File: config.mk
export PLATFORM = sky130hd
export DESIGN_NAME = ab_boot_top
export DESIGN_NICKNAME = d
export VERILOG_FILES = /design/src/rtl/ab_boot_pkg.sv /design/src/rtl/ab_pin_sync.sv /design/src/rtl/ab_boot_shifter.sv /design/src/rtl/ab_boot_top.sv
export SDC_FILE = /design/constraint.sdc
export NUM_CORES = 1
export LEC_CHECK = 0
export BUFFER_PORTS_ARGS = -buffer_cell sky130_fd_sc_hd__buf_2
export CORE_ASPECT_RATIO = 1.5
export CORE_UTILIZATION = 61
export DETAILED_ROUTE_END_ITERATION = 16
export PLACE_DENSITY = 0.94
export SYNTH_ARGS = -nofsm -noshare
export SYNTH_HDL_FRONTEND = slang
export SYNTH_HIERARCHICAL = 1
export SYNTH_SLANG_ARGS = --single-unit
File: constraint.sdc
create_clock -name clk_i -period 4.05 [get_ports clk_i]
set_clock_uncertainty 0.05 [all_clocks]
set_input_delay 0.405 -clock clk_i [delete_from_list [all_inputs] [get_ports clk_i]]
set_output_delay 0.405 -clock clk_i [all_outputs]
set_load 0.02 [all_outputs]
File: src/rtl/ab_boot_pkg.sv
package ab_boot_pkg;
  localparam int unsigned START_W     = 23;
  localparam int unsigned ALIGN_SHIFT = 9;
  localparam int unsigned DLY_W       = 8;
  localparam int unsigned FULL_W      = START_W + ALIGN_SHIFT;

  typedef enum logic [1:0] {
    ST_ARMED,
    ST_WAIT,
    ST_SHIFT,
    ST_DONE
  } ab_state_e;
endpackage

File: src/rtl/ab_pin_sync.sv
module ab_pin_sync #(
  parameter int unsigned W = 2,
  parameter logic [W-1:0] RST_VAL = '0
) (
  input  logic         clk_i,
  input  logic         rst_ni,
  input  logic [W-1:0] d_i,
  output logic [W-1:0] lvl_o,
  output logic [W-1:0] lvl_d_o,
  output logic [W-1:0] rise_o,
  output logic [W-1:0] fall_o
);
  for (genvar g = 0; g < W; g++) begin : g_bit
    logic [2:0] q;
    always_ff @(posedge clk_i or negedge rst_ni) begin
      if (!rst_ni) q <= {3{RST_VAL[g]}};
      else         q <= {q[1:0], d_i[g]};
    end
    assign lvl_o[g]   = q[1];
    assign lvl_d_o[g] = q[2];
    assign rise_o[g]  = q[1] & ~q[2];
    assign fall_o[g]  = ~q[1] & q[2];
  end
endmodule

File: src/rtl/ab_boot_shifter.sv
module ab_boot_shifter (
  input  logic       clk_i,
  input  logic       rst_ni,
  input  logic       load_i,
  input  logic       adv_i,
  input  logic       quad_i,
  input  logic [7:0] data_i,
  output logic [3:0] lanes_o,
  output logic       pre_last_o,
  output logic       last_o
);
  logic [7:0] sh_q;
  logic [2:0] cnt_q;

  assign last_o     = quad_i ? (cnt_q == 3'd1) : (cnt_q == 3'd7);
  assign pre_last_o = quad_i ? (cnt_q == 3'd0) : (cnt_q == 3'd6);
  assign lanes_o    = quad_i ? sh_q[7:4] : {2'b00, sh_q[7], 1'b0};

  always_ff @(posedge clk_i or negedge rst_ni) begin
    if (!rst_ni) begin
      sh_q  <= '0;
      cnt_q <= '0;
    end else if (load_i || (adv_i && last_o)) begin
      sh_q  <= data_i;
      cnt_q <= '0;
    end else if (adv_i) begin
      sh_q  <= quad_i ? {sh_q[3:0], 4'b0000} : {sh_q[6:0], 1'b0};
      cnt_q <= cnt_q + 3'd1;
    end
  end
endmodule

File: src/rtl/ab_boot_top.sv
module ab_boot_top
  import ab_boot_pkg::*;
#(
  parameter int unsigned ADDR_W = 24
) (
  input  logic               clk_i,
  input  logic               rst_ni,
  input  logic               sck_i,
  input  logic               cs_ni,
  input  logic               si_i,
  input  logic               cfg_en_i,
  input  logic [START_W-1:0] cfg_start_i,
  input  logic [DLY_W-1:0]   cfg_delay_i,
  input  logic               cfg_quad_i,
  output logic [ADDR_W-1:0]  mem_addr_o,
  output logic               mem_rd_o,
  input  logic [7:0]         mem_data_i,
  output logic [3:0]         io_o,
  output logic [3:0]         io_oe_o,
  output logic               handoff_o
);
  localparam logic [ADDR_W-1:0] ADDR_ONE = ADDR_W'(1);

  logic [1:0] pin_lvl, pin_lvl_d, pin_rise, pin_fall;
  ab_pin_sync #(.W(2), .RST_VAL(2'b10)) u_sync (
    .clk_i  (clk_i),
    .rst_ni (rst_ni),
    .d_i    ({cs_ni, sck_i}),
    .lvl_o  (pin_lvl),
    .lvl_d_o(pin_lvl_d),
    .rise_o (pin_rise),
    .fall_o (pin_fall)
  );

  logic sck_fall, cs_fall, cs_rise, cs_hi_d;
  assign sck_fall = pin_fall[0];
  assign cs_fall  = pin_fall[1];
  assign cs_rise  = pin_rise[1];
  assign cs_hi_d  = pin_lvl_d[1];

  logic [FULL_W-1:0] start_full;
  logic [ADDR_W-1:0] start_addr;
  assign start_full = {cfg_start_i, {ALIGN_SHIFT{1'b0}}};
  assign start_addr = start_full[ADDR_W-1:0];

  logic unused_ok;
  assign unused_ok = ^{si_i, start_full[FULL_W-1:ADDR_W], pin_lvl, pin_lvl_d[0], pin_rise[0]};

  ab_state_e         state_q;
  logic [DLY_W-1:0]  dly_q;
  logic              quad_q;
  logic [ADDR_W-1:0] next_addr_q, rd_addr_q;
  logic              rd_q, rd_d_q, buf_vld_q;
  logic [7:0]        buf_q;

  logic go_shift, adv, pre_last, last;
  logic [3:0] lanes;

  assign go_shift = (state_q == ST_WAIT) && !cs_rise && (dly_q == '0) && buf_vld_q;
  assign adv      = (state_q == ST_SHIFT) && sck_fall && !cs_rise;

  ab_boot_shifter u_shift (
    .clk_i     (clk_i),
    .rst_ni    (rst_ni),
    .load_i    (go_shift),
    .adv_i     (adv),
    .quad_i    (quad_q),
    .data_i    (buf_q),
    .lanes_o   (lanes),
    .pre_last_o(pre_last),
    .last_o    (last)
  );

  always_ff @(posedge clk_i or negedge rst_ni) begin
    if (!rst_ni) begin
      state_q     <= ST_ARMED;
      dly_q       <= '0;
      quad_q      <= 1'b0;
      next_addr_q <= '0;
      rd_addr_q   <= '0;
      rd_q        <= 1'b0;
    end else begin
      rd_q <= 1'b0;
      unique case (state_q)
        ST_ARMED: begin
          if (!cfg_en_i) begin
            state_q <= ST_DONE;
          end else if (cs_fall) begin
            quad_q      <= cfg_quad_i;
            dly_q       <= cfg_delay_i;
            rd_addr_q   <= start_addr;
            next_addr_q <= start_addr + ADDR_ONE;
            rd_q        <= 1'b1;
            state_q     <= ST_WAIT;
          end
        end
        ST_WAIT: begin
          if (cs_rise)                     state_q <= ST_DONE;
          else if (go_shift)               state_q <= ST_SHIFT;
          else if (sck_fall && dly_q != '0) dly_q  <= dly_q - 1'b1;
        end
        ST_SHIFT: begin
          if (cs_rise) begin
            state_q <= ST_DONE;
          end else if (adv && pre_last) begin
            // prefetch while the final bit or nibble is on the pins
            rd_addr_q   <= next_addr_q;
            next_addr_q <= next_addr_q + ADDR_ONE;
            rd_q        <= 1'b1;
          end
        end
        default: state_q <= ST_DONE;
      endcase
    end
  end

  always_ff @(posedge clk_i or negedge rst_ni) begin
    if (!rst_ni) begin
      rd_d_q    <= 1'b0;
      buf_q     <= '0;
      buf_vld_q <= 1'b0;
    end else begin
      rd_d_q <= rd_q;
      if (rd_q)        buf_vld_q <= 1'b0;
      else if (rd_d_q) buf_vld_q <= 1'b1;
      if (rd_d_q)      buf_q     <= mem_data_i;
    end
  end

  logic unused_last;
  assign unused_last = last;

  assign mem_addr_o = rd_addr_q;
  assign mem_rd_o   = rd_q;
  assign handoff_o  = (state_q == ST_DONE);
  assign io_o       = (state_q == ST_SHIFT) ? lanes : 4'b0000;
  assign io_oe_o    = (state_q != ST_SHIFT) ? 4'b0000 : (quad_q ? 4'b1111 : 4'b0010);
endmodule

# Word level (Yosys, flattened, before mapping)
# Cells that the tools add are included.
dict set report word_totals {
  ff_bits 87
  word_cells 102
  in_bits 46
  out_inout_bits 34
}
dict set report op_classes {
  n_eq_ne 17
  bitwise 6
  addsub 4
  n_reduce_logical 22
  muxes 40
}
# operator n
set ops {}
lappend ops {{24-bit two-way mux} 8}
lappend ops {{24-bit case mux with 2 select lines} 2}
lappend ops {{8-bit two-way mux} 8}
lappend ops {{24-bit by 1-bit adder with 24-bit output, second input constant} 2}
lappend ops {{4-bit two-way mux} 4}
lappend ops {{2-bit != test, second input constant} 8}
lappend ops {{8-bit case mux with 2 select lines} 1}
lappend ops {{2-bit two-way mux} 5}
lappend ops {{1-bit logical AND} 8}
lappend ops {{8-bit logical NOT} 1}
lappend ops {{1-bit two-way mux} 8}
lappend ops {{2-bit nonzero test} 4}
lappend ops {{8-bit nonzero test} 1}
lappend ops {{8-bit by 1-bit subtractor with 8-bit output, second input constant} 1}
lappend ops {{3-bit == test, second input constant} 2}
lappend ops {{3-bit two-way mux} 2}
lappend ops {{2-bit case mux with 3 select lines} 1}
lappend ops {{3-bit AND reduction} 2}
lappend ops {{6-bit AND reduction} 1}
lappend ops {{5-bit AND reduction} 1}
lappend ops {{2-bit == test, second input constant} 2}
lappend ops {{3-bit by 1-bit adder with 3-bit output, second input constant} 1}
lappend ops {{1-bit AND} 3}
lappend ops {{3-bit by 1-bit == test with 1-bit output, second input constant} 1}
lappend ops {{10 further kinds} 12}

# Longest topological paths before layout
dict set report logic_depth {
  ltp_word 9
  depth_mapped 12
  depth_no_buf 8
}

# Cells and area by module
# Netlist, hierarchy kept.
# mod cells_per_inst area_each_um2 n_inst
set modules_own_cells {}
lappend modules_own_cells {ab_boot_top 418 3757.4 1}
lappend modules_own_cells {ab_boot_shifter 76 803.3 1}
lappend modules_own_cells {ab_pin_sync 14 219.0 1}

# Worst setup path before layout
# OpenSTA, ideal clock, no wires.
dict set report synth_timing {
  path_type {flip-flop to flip-flop}
  from {reg u_sync.g_bit[1].q[2]}
  to {reg u_shift.sh_q[1]}
  stages_incl_launch_ff 7
  slack_ps 1534
  t_arrival_ps 2340
  setup_time_ps 126
  path_buffers 0
  required_time_ps 3874
  path_cell_list {dfstp_2 -> and2b_2 -> or4_1 -> nor3_1 -> nor2_1 -> a22o_1 -> a221o_1}
}
dict set report synth_between {
  elab_chain_len 8
  word_cells_on_any_way 11
}
# item line
set synth_lines {}
lappend synth_lines {{start: declaration} ab_pin_sync.sv:14} ;# logic [2:0] q;
lappend synth_lines {{start signal: assignment} ab_pin_sync.sv:16} ;# if (!rst_ni) q <= {3{RST_VAL[g]}};
lappend synth_lines {{start signal: assignment} ab_pin_sync.sv:17} ;# else q <= {q[1:0], d_i[g]};
lappend synth_lines {{1-bit inverter (*)} ab_pin_sync.sv:21} ;# assign rise_o[g] = q[1] & ~q[2];
lappend synth_lines {{1-bit AND (*)} ab_pin_sync.sv:21}
lappend synth_lines {{via pin_rise[1]} ab_boot_top.sv:24} ;# logic [1:0] pin_lvl, pin_lvl_d, pin_rise, pin_fall;
lappend synth_lines {{1-bit logical NOT (*)} ab_boot_top.sv:59} ;# assign go_shift = (state_q == ST_WAIT) && !cs_rise && (dly_q == '0) && buf_vld_q;
lappend synth_lines {{1-bit logical AND (*) (3 in series)} ab_boot_top.sv:59}
lappend synth_lines {{via go_shift} ab_boot_top.sv:56} ;# logic go_shift, adv, pre_last, last;
lappend synth_lines {{1-bit logical OR (*)} ab_boot_shifter.sv:23} ;# end else if (load_i || (adv_i && last_o)) begin
lappend synth_lines {{8-bit two-way mux / 2-bit nonzero test (equally long branches)} --}
lappend synth_lines {{end signal: assignment} ab_boot_shifter.sv:24} ;# sh_q <= data_i;
lappend synth_lines {{end signal: assignment} ab_boot_shifter.sv:27} ;# sh_q <= quad_i ? {sh_q[3:0], 4'b0000} : {sh_q[6:0], 1'b0};
lappend synth_lines {{end: declaration} ab_boot_shifter.sv:12} ;# logic [7:0] sh_q;
# Mark *: on every way through the listed nets, which the timed path passes. The rest lies on a longest branch.
# A chain may end at the register's enable or synchronous reset.

# Final worst setup path
dict set report layout_timing {
  from {reg dly_q[0]}
  to {reg u_shift.sh_q[1]}
}
dict set report layout_between {
  elab_chain_len 5
  word_cells_on_any_way 6
}
# item line
set layout_lines {}
lappend layout_lines {{start: declaration} ab_boot_top.sv:50} ;# logic [DLY_W-1:0] dly_q;
lappend layout_lines {{start signal: assignment} ab_boot_top.sv:90} ;# dly_q <= cfg_delay_i;
lappend layout_lines {{start signal: assignment} ab_boot_top.sv:100} ;# else if (sck_fall && dly_q != '0) dly_q <= dly_q - 1'b1;
lappend layout_lines {{8-bit logical NOT (*)} ab_boot_top.sv:59}
lappend layout_lines {{1-bit logical AND (*) (2 in series)} ab_boot_top.sv:59}
lappend layout_lines {{via go_shift} ab_boot_top.sv:56}
lappend layout_lines {{1-bit logical OR (*)} ab_boot_shifter.sv:23}
lappend layout_lines {{8-bit two-way mux / 2-bit nonzero test (equally long branches)} --}
# Marks and branches as above.

==> reports/summary.log <==
INFO  worst_setup_path timing_worst_setup_path_type=flip-flop to flip-flop
INFO  routing        detailedRoute.firstIterationViolations=514
INFO  sta            hold_viol=0
INFO  routing        vias_per_cell=6.44
INFO  power_and_ir_drop seqPwrFrac=0.500
INFO  place          gpl.final_weighted_congestion=0.905
INFO  final_layout   highest_count_cells_in_the_layout_ignoring_fill_and_taps=84 x sky130_fd_sc_hd__dfrtp_1, 69 x sky130_fd_sc_hd__buf_2, 65 x sky130_fd_sc_hd__nand2_1
INFO  clocking       postCtsResizedCells=0
INFO  grt            grt_start_max_net_pins=88
INFO  grt            grt_pass1_vias=3960
INFO  place          dp_cells=643
INFO  synth          synthesis.nets=554
INFO  clocking       ctsRootBufferMaster=sky130_fd_sc_hd__clkbuf_16
INFO  worst_setup_path worstReg2RegEnd=u_shift/sh_q[1]$_DFFE_PN0P_
INFO  sta            totalNegativeSetupSlack=0ps
INFO  synth          synth_area=4740um2
INFO  synth          postSynthAreaPerCell=9.44um2
INFO  clocking       post_cts_hold_buffer_count=0
INFO  worst_setup_path crit_path_launch_type=flip-flop
INFO  floorplan      die_x=74.0um
INFO  sta            period_needed=2830ps
INFO  clocking       h_tree_lvls=3
INFO  clocking       setup_fix_buffers_added_after_clock_tree_synthesis=0
INFO  routing        vias=4247
INFO  synth          syn-instance-count=502
INFO  clocking       cts_num_sinks=87
INFO  grt            grt_overflow=0
INFO  final_layout   insertedDiodeCount=0
INFO  routing        firstDrtPassIters=5
INFO  grt            grt_pass1_wl=18300um
INFO  place          place.port_buffers=70
INFO  floorplan      chipHeight=110um
INFO  min_path       timing.hold.worst_path_depth=1
INFO  clocking       tritoncts.num_buffers=9
INFO  routing        routed_wirelength=11200um
INFO  power_and_ir_drop power_switching_share=0.219
INFO  power_and_ir_drop power_per_cell_area=332nW/um2
INFO  floorplan      num_rows=39
INFO  worst_setup_path regToRegSetupSlack=1220ps
INFO  worst_setup_path critical_path.max_fanout=15
INFO  place          hpwlAfterDp=7500um
INFO  sta            post-route-period-util=0.700
INFO  routing        detail-route-antenna-nets=0
INFO  clocking       cts_buffer_depth=2
INFO  sta            tightest_slew=1100ps
INFO  power_and_ir_drop combPwrFrac=0.041
INFO  clocking       cts.clk_slew.worst_paths=60ps
INFO  power_and_ir_drop internal-power=1.39mW
INFO  floorplan      initial_core_util=0.626
INFO  grt            antenna_found_initial=0
INFO  clocking       worstSkewPairLatency=350ps
INFO  worst_setup_path worst_r2r_startpoint=dly_q[0]$_DFFE_PN0P_
INFO  min_path       worstHoldEndpoint=u_sync/g_bit[1].q[0]$_DFF_PN1_
INFO  worst_setup_path crit_required=4230ps
INFO  power_and_ir_drop static-leakage-power=2.54nW
INFO  grt            groute.usage.overall=0.295
INFO  sta            max-slew-margin-rel=0.269
INFO  final_layout   stdcell_count=659
INFO  power_and_ir_drop vdd_drop_max=0.000328V
INFO  sta            timing.final.setup_violations=0
INFO  sta            grt_setup_unrepaired=false
INFO  power_and_ir_drop p_switching=0.391mW
INFO  worst_setup_path crit_path_end_kind=flip-flop
INFO  min_path       hold_class=input pin to flip-flop
INFO  final_layout   flow.area_growth_from_synthesis=13.4%
INFO  routing        wl_per_cell=17.0um
INFO  floorplan      core_area=7560um2
INFO  run            cap_violations=0
INFO  worst_setup_path cp.arrival=3010ps
INFO  final_layout   drive_above_1_share=0.217
INFO  power_and_ir_drop p_clk_frac=0.459
INFO  sta            max_clock_freq=0.353GHz
INFO  worst_setup_path worst_r2r_path_depth=9
INFO  final_layout   final_net_count=604
INFO  floorplan      die_area=8130um2
INFO  floorplan      pin_count=80
INFO  synth          synth-warning-count=6
INFO  final_layout   mostFrequentLayoutCell=sky130_fd_sc_hd__dfrtp_1
INFO  min_path       worst_hold_start=cs_ni
INFO  clocking       tritoncts=done
INFO  sta            slew_violations=0
INFO  routing        drt_drc_violations_left=0
INFO  status         run_status=completed
==> layout make-up <==
class	count	area (um2)
Multi-Input combinational cell	367	2320
Inverter	9	33.8
Clock buffer	14	284
Timing Repair Buffer	78	413
Fill cell	551	2190
Clock inverter	2	12.5
Sequential cell	87	2180
Tap cell	102	128
==> critical path: stages (launching register included) <==
cell and delay (ps):
sky130_fd_sc_hd__dfrtp_1 390, sky130_fd_sc_hd__inv_1 100, sky130_fd_sc_hd__ha_1 170, sky130_fd_sc_hd__nor4b_2 490, sky130_fd_sc_hd__nand2_1 200, sky130_fd_sc_hd__nor3_1 360, sky130_fd_sc_hd__buf_4 280, sky130_fd_sc_hd__nor2_1 160
sky130_fd_sc_hd__a22o_1 240, sky130_fd_sc_hd__a221o_1 260
==> through the flow <==
stage | util | setup slack (ps) | power, mW | hold slack [ps] | cell area (um2)
finish | 0.711 | 1220 | 1.78 | 103 | 5370
global route | 0.711 | 1060 | 1.84 | 86.6 | 5370
CTS | 0.711 | 1240 | 1.79 | 98.1 | 5370
detailed placement | 0.671 | 1340 | 0.981 | 287 | 5080
global placement | 0.671 | 1430 | 0.977 | 284 | 5080
floorplan | - | 1550 | 0.935 | 59.4 | 4740
==> worst max path at each step <==
| stage | endpoint | from |
|---|---|---|
| after CTS | u_shift/sh_q[3]$_DFFE_PN0P_ | dly_q[0]$_DFFE_PN0P_ |
| after floorplan | u_shift/sh_q[1]$_DFFE_PN0P_ | u_sync/g_bit[1].q[2]$_DFF_PN1_ |
| final | u_shift/sh_q[1]$_DFFE_PN0P_ | dly_q[0]$_DFFE_PN0P_ |
| after global routing | io_oe_o[1] | state_q[0]$_DFFE_PN0P_ |
| after global placement | next_addr_q[10]$_DFFE_PN0P_ | u_shift/cnt_q[0]$_DFFE_PN0P_ |
| after detailed placement | u_shift/sh_q[3]$_DFFE_PN0P_ | dly_q[0]$_DFFE_PN0P_ |
==> power groups by stage <==
| stage | combinational [mW] | sequential [mW] | clock, mW |
|---|---|---|---|
| final | 0.0727 | 0.893 | 0.819 |
| after global routing | 0.0824 | 0.894 | 0.868 |
| after CTS | 0.0737 | 0.892 | 0.828 |
| after detailed placement | 0.0733 | 0.908 | 0 |
| after global placement | 0.0703 | 0.907 | 0 |
| after floorplan | 0.0299 | 0.905 | 0 |
==> state kept, by name, indices dropped and copies added, names as in the netlist <==
register,flops
mem_addr_o,24
next_addr_q,24
buf_q,8
dly_q,8
u_shift/sh_q,8
u_sync/g_bit.q,6
u_shift/cnt_q,3
state_q,2
buf_vld_q,1
mem_rd_o,1
quad_q,1
rd_d_q,1
==> layer usage <==
layer	wire length, um	share of wire	vias to the layer above	global-route usage
met4	236	0.021	0	0.122
met5	0	0	-	0
met3	647	0.058	30	0.0770
met2	6000	0.54	200	0.494
li1	-	-	1957	-
met1	4290	0.38	2060	0.355
(Power assumes the default switching activity.)
